===== config.mk =====
export PLATFORM = sky130hd
export DESIGN_NAME = opc_bus_arbiter
export DESIGN_NICKNAME = d
export VERILOG_FILES = /design/src/rtl/opc_arb_pkg.sv /design/src/rtl/opc_unit_cycles.sv /design/src/rtl/opc_dma_half_sel.sv /design/src/rtl/opc_fixed_prio.sv /design/src/rtl/opc_bus_arbiter.sv
export SDC_FILE = /design/constraint.sdc
export NUM_CORES = 1
export LEC_CHECK = 0
export CAP_MARGIN = 30
export CORE_UTILIZATION = 48
export DETAILED_ROUTE_END_ITERATION = 7
export GPL_TIMING_DRIVEN = 0
export PLACE_DENSITY = 0.83
export REMOVE_ABC_BUFFERS = 1
export SYNTH_ARGS = -nofsm -noshare
export SYNTH_HDL_FRONTEND = slang
export SYNTH_SLANG_ARGS = --single-unit

===== constraint.sdc =====
create_clock -name clk -period 5.2 [get_ports clk]
set_clock_uncertainty 0.1 [all_clocks]
set_input_delay 0.52 -clock clk [delete_from_list [all_inputs] [get_ports clk]]
set_output_delay 0.52 -clock clk [all_outputs]
set_load 0.1 [all_outputs]

===== src/rtl/opc_arb_pkg.sv =====
package opc_arb_pkg;

    localparam int NUM_M = 2;
    localparam int M_CPU = 0;
    localparam int M_DMA = 1;

    typedef enum logic [1:0] {
        OWN_NONE = 2'd0,
        OWN_CPU  = 2'd1,
        OWN_DMA  = 2'd2
    } owner_e;

endpackage


===== src/rtl/opc_unit_cycles.sv =====
module opc_unit_cycles #(
    parameter int SZ_W   = 2,
    parameter int MAX_LG = 2,
    parameter int CNT_W  = 3
) (
    input  logic [SZ_W-1:0]  op_code,
    input  logic [SZ_W-1:0]  port_code,
    output logic [CNT_W-1:0] beats
);
    localparam logic [SZ_W-1:0] CODE_MAX = SZ_W'(MAX_LG);

    logic [SZ_W-1:0] op_c;
    logic [SZ_W-1:0] port_c;
    logic [SZ_W-1:0] diff;

    always_comb begin
        op_c   = (op_code   > CODE_MAX) ? CODE_MAX : op_code;
        port_c = (port_code > CODE_MAX) ? CODE_MAX : port_code;
        diff   = (op_c > port_c) ? (op_c - port_c) : '0;
        beats  = CNT_W'(1) << diff;
    end

endmodule


===== src/rtl/opc_dma_half_sel.sv =====
module opc_dma_half_sel #(
    parameter int SZ_W   = 2,
    parameter int MAX_LG = 2
) (
    input  logic            dual,
    input  logic            wr_half,
    input  logic [SZ_W-1:0] src_port,
    input  logic [SZ_W-1:0] dst_port,
    output logic [SZ_W-1:0] port_eff,
    output logic            one_beat
);
    localparam logic [SZ_W-1:0] CODE_MAX = SZ_W'(MAX_LG);

    logic [SZ_W-1:0] src_c;
    logic [SZ_W-1:0] dst_c;

    always_comb begin
        src_c    = (src_port > CODE_MAX) ? CODE_MAX : src_port;
        dst_c    = (dst_port > CODE_MAX) ? CODE_MAX : dst_port;
        port_eff = (dual && wr_half) ? dst_c : src_c;
        // narrower side of a mismatched dual transfer is split per access
        one_beat = dual && (src_c != dst_c) &&
                   (wr_half ? (dst_c < src_c) : (src_c < dst_c));
    end

endmodule


===== src/rtl/opc_fixed_prio.sv =====
module opc_fixed_prio
    import opc_arb_pkg::*;
(
    input  logic   hold_cpu,
    input  logic   cpu_req,
    input  logic   dma_req,
    output owner_e pick
);
    always_comb begin
        if (hold_cpu)      pick = OWN_CPU;
        else if (dma_req)  pick = OWN_DMA;
        else if (cpu_req)  pick = OWN_CPU;
        else               pick = OWN_NONE;
    end

endmodule


===== src/rtl/opc_bus_arbiter.sv =====
module opc_bus_arbiter
    import opc_arb_pkg::*;
#(
    parameter int SZ_W   = 2,
    parameter int MAX_LG = 2,
    localparam int CNT_W = $clog2((1 << MAX_LG) + 1)
) (
    input  logic             clk,
    input  logic             rst_n,
    input  logic             cpu_req,
    input  logic [SZ_W-1:0]  cpu_opsz,
    input  logic [SZ_W-1:0]  cpu_port,
    input  logic             cpu_lock,
    input  logic             cpu_done,
    input  logic             dma_req,
    input  logic [SZ_W-1:0]  dma_opsz,
    input  logic [SZ_W-1:0]  dma_src_port,
    input  logic [SZ_W-1:0]  dma_dst_port,
    input  logic             dma_dual,
    input  logic             dma_wr_half,
    input  logic             dma_done,
    output logic             gnt_cpu,
    output logic             gnt_dma,
    output logic [CNT_W-1:0] cyc_left
);

    typedef struct packed {
        owner_e           owner;
        logic [CNT_W-1:0] left;
    } arb_state_t;

    arb_state_t st_d, st_q;

    // per-master cycle calculation
    logic [SZ_W-1:0]  op_v    [NUM_M];
    logic [SZ_W-1:0]  port_v  [NUM_M];
    logic [CNT_W-1:0] beats_v [NUM_M];
    logic [SZ_W-1:0]  dma_port_eff;
    logic             dma_one_beat;
    logic [CNT_W-1:0] dma_cyc;

    opc_dma_half_sel #(.SZ_W(SZ_W), .MAX_LG(MAX_LG)) u_half_sel (
        .dual     (dma_dual),
        .wr_half  (dma_wr_half),
        .src_port (dma_src_port),
        .dst_port (dma_dst_port),
        .port_eff (dma_port_eff),
        .one_beat (dma_one_beat)
    );

    always_comb begin
        op_v[M_CPU]   = cpu_opsz;
        port_v[M_CPU] = cpu_port;
        op_v[M_DMA]   = dma_opsz;
        port_v[M_DMA] = dma_port_eff;
    end

    for (genvar m = 0; m < NUM_M; m++) begin : g_cyc
        opc_unit_cycles #(.SZ_W(SZ_W), .MAX_LG(MAX_LG), .CNT_W(CNT_W)) u_cyc (
            .op_code   (op_v[m]),
            .port_code (port_v[m]),
            .beats     (beats_v[m])
        );
    end

    assign dma_cyc = dma_one_beat ? CNT_W'(1) : beats_v[M_DMA];

    // boundary detection and next owner
    logic   owner_done;
    logic   at_boundary;
    logic   hold_cpu;
    owner_e pick;

    always_comb begin
        owner_done  = ((st_q.owner == OWN_CPU) && cpu_done) ||
                      ((st_q.owner == OWN_DMA) && dma_done);
        at_boundary = (st_q.left == '0) ||
                      (owner_done && (st_q.left == CNT_W'(1)));
        hold_cpu    = (st_q.owner == OWN_CPU) && cpu_lock && cpu_req;
    end

    opc_fixed_prio u_prio (
        .hold_cpu (hold_cpu),
        .cpu_req  (cpu_req),
        .dma_req  (dma_req),
        .pick     (pick)
    );

    always_comb begin
        st_d = st_q;
        if (at_boundary) begin
            st_d.owner = pick;
            unique case (pick)
                OWN_CPU: st_d.left = beats_v[M_CPU];
                OWN_DMA: st_d.left = dma_cyc;
                default: st_d.left = '0;
            endcase
        end else if (owner_done) begin
            st_d.left = st_q.left - CNT_W'(1);
        end
    end

    always_ff @(posedge clk or negedge rst_n) begin
        if (!rst_n) begin
            st_q <= '{owner: OWN_NONE, left: '0};
        end else begin
            st_q <= st_d;
        end
    end

    assign gnt_cpu  = (st_q.owner == OWN_CPU);
    assign gnt_dma  = (st_q.owner == OWN_DMA);
    assign cyc_left = st_q.left;

    // assertions
    AST_OWNED_COUNT: assert property (@(posedge clk) disable iff (!rst_n)
        (gnt_cpu || gnt_dma) == (cyc_left != '0));

    AST_COUNT_DOWN: assert property (@(posedge clk) disable iff (!rst_n)
        (cyc_left > CNT_W'(1) && owner_done) |=> ((cyc_left + CNT_W'(1)) == $past(cyc_left)));

    AST_HOLD_MID: assert property (@(posedge clk) disable iff (!rst_n)
        (cyc_left > CNT_W'(1)) |=> $stable({gnt_cpu, gnt_dma}));

    AST_HOLD_WAIT: assert property (@(posedge clk) disable iff (!rst_n)
        (cyc_left == CNT_W'(1) && !owner_done) |=> $stable({gnt_cpu, gnt_dma}));

    AST_DMA_FIRST: assert property (@(posedge clk) disable iff (!rst_n)
        (!gnt_cpu && !gnt_dma && dma_req) |=> gnt_dma);

    AST_NO_IDLE: assert property (@(posedge clk) disable iff (!rst_n)
        (!gnt_cpu && !gnt_dma && (cpu_req || dma_req)) |=> (gnt_cpu || gnt_dma));

    AST_LOCK_KEEP: assert property (@(posedge clk) disable iff (!rst_n)
        (gnt_cpu && cpu_lock && cpu_req) |=> gnt_cpu);

endmodule


Yosys cells after proc, flatten, opt, wreduce, memory -nomap -nowiden
Index checks and enable logic that the tools add are counted.
W data, S select, Z words.
{ "totals": {"output_inout_bits": 5, "word_cells": 52, "regBits": 5} }
{ "classes": {"n_mux": 17, "n_lt_le_gt_ge": 10, "shift": 2, "addsub": 3, "n_eq_ne": 6, "n_reduce_logical": 12} }
{ "ops": {"columns": ["operator", "n"], "rows": [
  ["$mux W2", 11],
  ["$gt A2 B2 Y1 const B", 6],
  ["$mux W3", 3],
  ["$logic_and A1 B1 Y1", 8],
  ["$pmux W3 S2", 1],
  ["$shl A1 B2 Y3 const A", 2],
  ["$eq A2 B1 Y1 const B", 2],
  ["$eq A2 B2 Y1 const B", 2],
  ["$gt A2 B2 Y1", 2],
  ["$lt A2 B2 Y1", 2],
  ["$sub A2 B2 Y2", 2],
  ["$eq A3 B1 Y1 const B", 1],
  ["$logic_not A3 Y1", 1],
  ["$sub A3 B1 Y3 const B", 1],
  ["$logic_or A1 B1 Y1", 2],
  ["$mux W1", 2],
  ["$ne A2 B2 Y1", 1],
  ["$reduce_bool A2 Y1", 1]
]} }

Longest topological paths before layout
{ "depth": {"word_depth": 11, "depth_mapped": 9, "mapped_depth_nobuf": 9} }

Modules after synthesis
From an unflattened synthesis, not the netlist that was laid out.
{ "unflattened": {"hier_cells": 87, "area_unflattened_um2": 745.7} }
{ "modules_own_cells": {"columns": ["mod", "area_each_um2", "cells_each", "n_inst", "seq_area_each_um2"], "rows": [
  ["opc_bus_arbiter", 425.4, 44, 1, 125.1],
  ["opc_unit_cycles", 101.3, 12, 2, 0.0],
  ["opc_dma_half_sel", 102.6, 16, 1, 0.0],
  ["opc_fixed_prio", 15.0, 3, 1, 0.0]
]} }

Worst setup path before layout
Ideal clock, no wire load.
{ "synth_path": {"kind": "input port to flip-flop", "from": "input port dma_wr_half", "to": "register st_q, in the netlist cyc_left[2]", "t_arrival_ns": 1.923, "path_stages": 7, "path_slack_ns": 3.051, "cell_sequence": "nand2_1 -> mux2_2 -> fa_1 -> nor2_1 -> nand2_1 -> nor4_1 -> o32a_1"} }
{ "synth_via": {"elab_chain_len": 10, "word_cells_on_any_way": 13} }
{ "synth_rtl": {"columns": ["element", "line_no", "rtl"], "rows": [
  ["start, declared", "opc_bus_arbiter.sv:20", "input logic dma_wr_half,"],
  ["$logic_and A1 B1 Y1", "opc_dma_half_sel.sv:20", "port_eff = (dual && wr_half) ? dst_c : src_c;"],
  ["$mux W2", "opc_dma_half_sel.sv:20", null],
  ["$gt A2 B2 Y1", "opc_unit_cycles.sv:18", "port_c = (port_code > CODE_MAX) ? CODE_MAX : port_code;"],
  ["$mux W2", "opc_unit_cycles.sv:18", null],
  ["$sub A2 B2 Y2 / $gt A2 B2 Y1 (equally long branches)", "opc_unit_cycles.sv:19", "diff = (op_c > port_c) ? (op_c - port_c) : '0;"],
  ["$mux W2", "opc_unit_cycles.sv:19", null],
  ["$shl A1 B2 Y3", "opc_unit_cycles.sv:20", "beats = CNT_W'(1) << diff;"],
  ["$mux W3 (*)", "opc_bus_arbiter.sv:66", "assign dma_cyc = dma_one_beat ? CNT_W'(1) : beats_v[M_DMA];"],
  ["$pmux W3 S2 (*)", "opc_bus_arbiter.sv:93", "unique case (pick)"],
  ["$mux W3 (*)", "opc_bus_arbiter.sv:91", "if (at_boundary) begin"],
  ["end signal, assigned", "opc_bus_arbiter.sv:105", "st_q <= '{owner: OWN_NONE, left: '0};"],
  ["end signal, assigned", "opc_bus_arbiter.sv:107", "st_q <= st_d;"],
  ["end, declared", "opc_bus_arbiter.sv:32", "arb_state_t st_d, st_q;"]
]} }
Every way passes the cells marked *; elsewhere a longest branch is shown, timed or not.
A chain may end at the register's enable or synchronous reset.

Worst setup path after layout
{ "layout_path": {"from": "register st_q[4] (netlist name)", "to": "output port gnt_cpu"} }
{ "layout_via": {"elab_chain_len": 1} }
{ "layout_rtl": {"columns": ["element", "line_no", "rtl"], "rows": [
  ["$eq A2 B1 Y1", "opc_bus_arbiter.sv:111", "assign gnt_cpu = (st_q.owner == OWN_CPU);"],
  ["end, declared", "opc_bus_arbiter.sv:22", "output logic gnt_cpu,"]
]} }
No other way between the ends.

==> out/metrics.yaml <==
sta:
  hold_viol_final: 0
  finalSetupViolCount: 0
  holdWs_ns: 0.3916
  rsz0062_at_grt: "false"
  min_period_ns: 2.653
  tightest_slew_ns: 0.9599
  drv_slew: 0
  tns_ns: 0
  max_freq_ghz: 0.3769
  period_share_pct: 51.02
  slew_headroom_pct: 35.81
clocking:
  clk_pin_slew_worst_paths_ns: 0.04
  numCtsBuffers: 3
  cts_tree: "yes"
  cts-resized-gates: 0
  holdBufCountCts: 0
  insertion_delay_ns: 0.24
  clock_path_buffers: 2
  cts.htree.levels: 1
  post_cts_buffers: 0
  clock_sinks: 5
  clockRootBuffer: "clkbuf_4"
placed_design:
  dp_hpwl_um: 1238
  gp_congestion: 0.7698
  port_buffers: 23
critical_path:
  cp_max_fo: 6
  worst_ep_required_time_ns: 4.58
  ff2ff_setup_slack_ns: 3.36
  critical_path_class: "flip-flop to output pin"
  slowest_stage: "clkdlybuf4s50_1"
  cp-start-kind: "flip-flop"
  arrival_ns: 2.03
  max_stage_delay_ns: 1.17
  cp-end-kind: "output pin"
  path_cells: "nor2b_4 > clkdlybuf4s50_1"
yosys:
  syn_avg_cell_area_um2: 7.933
  synthCells: 91
  synth.area.top_cells: "dfrtp_1, ha_1, nand2_1"
  synth_edf_count: 0
  async_flop_share_pct: 100.0
  synth_common_cells: "nand2_1, inv_1, ha_1"
  synth-seq-cells: 5
  yosysTopAreaCell: "dfrtp_1"
  synth_most_common_cell: "nand2_1"
  synth_ff_type: "dfrtp_1"
  ys_seq_area_share_pct: 17.33
  yosysTopAreaCellShare_pct: 17.33
  synth_area_um2: 721.9
  ys_types: 30
  yosys_warnings: 0
floorplan:
  rows: 13
  initial_core_util_pct: 53.48
  core_area_um2: 1350
  ios: 24
  die_w_um: 40.78
  die_area_um2: 1663
  fp.dieH_um: 40.78
grt:
  grt_start_max_net_pins: 7
  grt_pass1_wl_um: 2111
  antenna_found_initial: 0
  grt-ovfl-total: 0
  grt_usage_pct: 19.34
  grt_pass1_vias: 590
detailed_routing:
  drtIter0Drc: 14
  postRouteAntennaNets: 0
  dr_total_vias: 681
  dr.pass1.iters: 4
  drc: 0
  wire_per_inst_um: 11.28
  via_per_inst: 5.362
  drt-total-wl_um: 1433
pwr:
  p_leak_nw: 0.4392
  powerDensity_nw_per_um2: 134.0
  vdd_drop_max_uv: 117.9
cells_and_area:
  num_antenna_cells: 0
  drive_gt1_share_pct: 8.036
  fill_cells: 119
  finish.net_count: 143
  area_growth_pct: 32.41
worst_hold_path:
  hold_class: "input port to async pin"
flow_run:
  cap_violations: 0
status:
  outcome: "complete, no violations"
[cell families after synthesis]
kind of cell | after synthesis | share of synthesized area [%]
buffers and inverters | 16 | 10.92
DFF | 5 | 17.33
adders and majority gates | 11 | 21.14
muxes | 1 | 1.560
AOI/OAI and AO/OA | 20 | 21.15
and+or+nand+nor | 38 | 27.90
[report_power, final]
part           total (W)  internal, W  switching, W
Sequential     0.0000391    0.0000391             0
Clock          0.0000446    0.0000290     0.0000156
Combinational  0.0000445    0.0000247     0.0000198
Total           0.000128    0.0000927     0.0000354
[path summary, 6_finish.rpt]
| kind | startpoint | end | cells after the start |
|---|---|---|---|
| min in group clk | st_q[3] | st_q[3] | 2 |
| max | st_q[4] | gnt_cpu | 2 |
| max reg2reg | cyc_left[0] | cyc_left[2] | 6 |
| min | rst_n | st_q[4] | 1 |
| max in group asynchronous | rst_n | cyc_left[1] | 1 |
| min reg2reg | st_q[3] | st_q[3] | 2 |
[worst max-delay path: cells and delay by family, from the launching register on]
kind	cells	cell delay [ns]
buf+inv	1	1.17
flops	1	0.41
simple gates	1	0.22
[cell usage in the layout (no fill, tap or decap), types with 2 or more instances in the layout]
master	n
nor2_1	8
fa_1	2
nand2_1	12
clkdlybuf4s50_1	23
ha_1	9
nor2b_1	4
a21oi_1	5
nor3_1	3
and4b_1	2
dfrtp_1	5
inv_1	10
o21ai_0	6
clkbuf_4	3
o2bb2ai_1	2
nand3_1	2
nand2b_1	2
[area by class of cell]
type	count	area, um^2	area share, %
Sequential cell	5	125.1	13.09
Clock buffer	4	26.28	2.749
Inverter	10	37.54	3.927
Multi-Input combinational cell	70	518.0	54.19
Tap cell	15	18.77	1.963
Timing Repair Buffer	23	230.2	24.08
[state kept, by name, indices dropped and copies added (netlist names)]
signal    count
cyc_left      3
st_q          2
[routing by layer]
layer  up-vias  share of wire (%)  GRT usage (%)
met4         0                1.1          10.83
li1        356                  -              -
met2        21                 53          35.55
met1       302                 42          20.00
met5         -                  0              0
met3         2                3.8          3.804
[metrics by stage]
stage	total power, W	instances	area (um^2)	utilization, %	setup slack (ns)
detailed placement	0.00008393	123	929.6	68.86	2.443
floorplan	0.00006230	85	680.7	-	2.868
global placement	0.00008256	123	929.6	68.86	2.458
CTS	0.0001290	127	955.9	70.81	2.531
global route	0.0001365	127	955.9	70.81	2.493
finish	0.0001281	127	955.9	70.81	2.547
(Power assumes the default switching activity.)
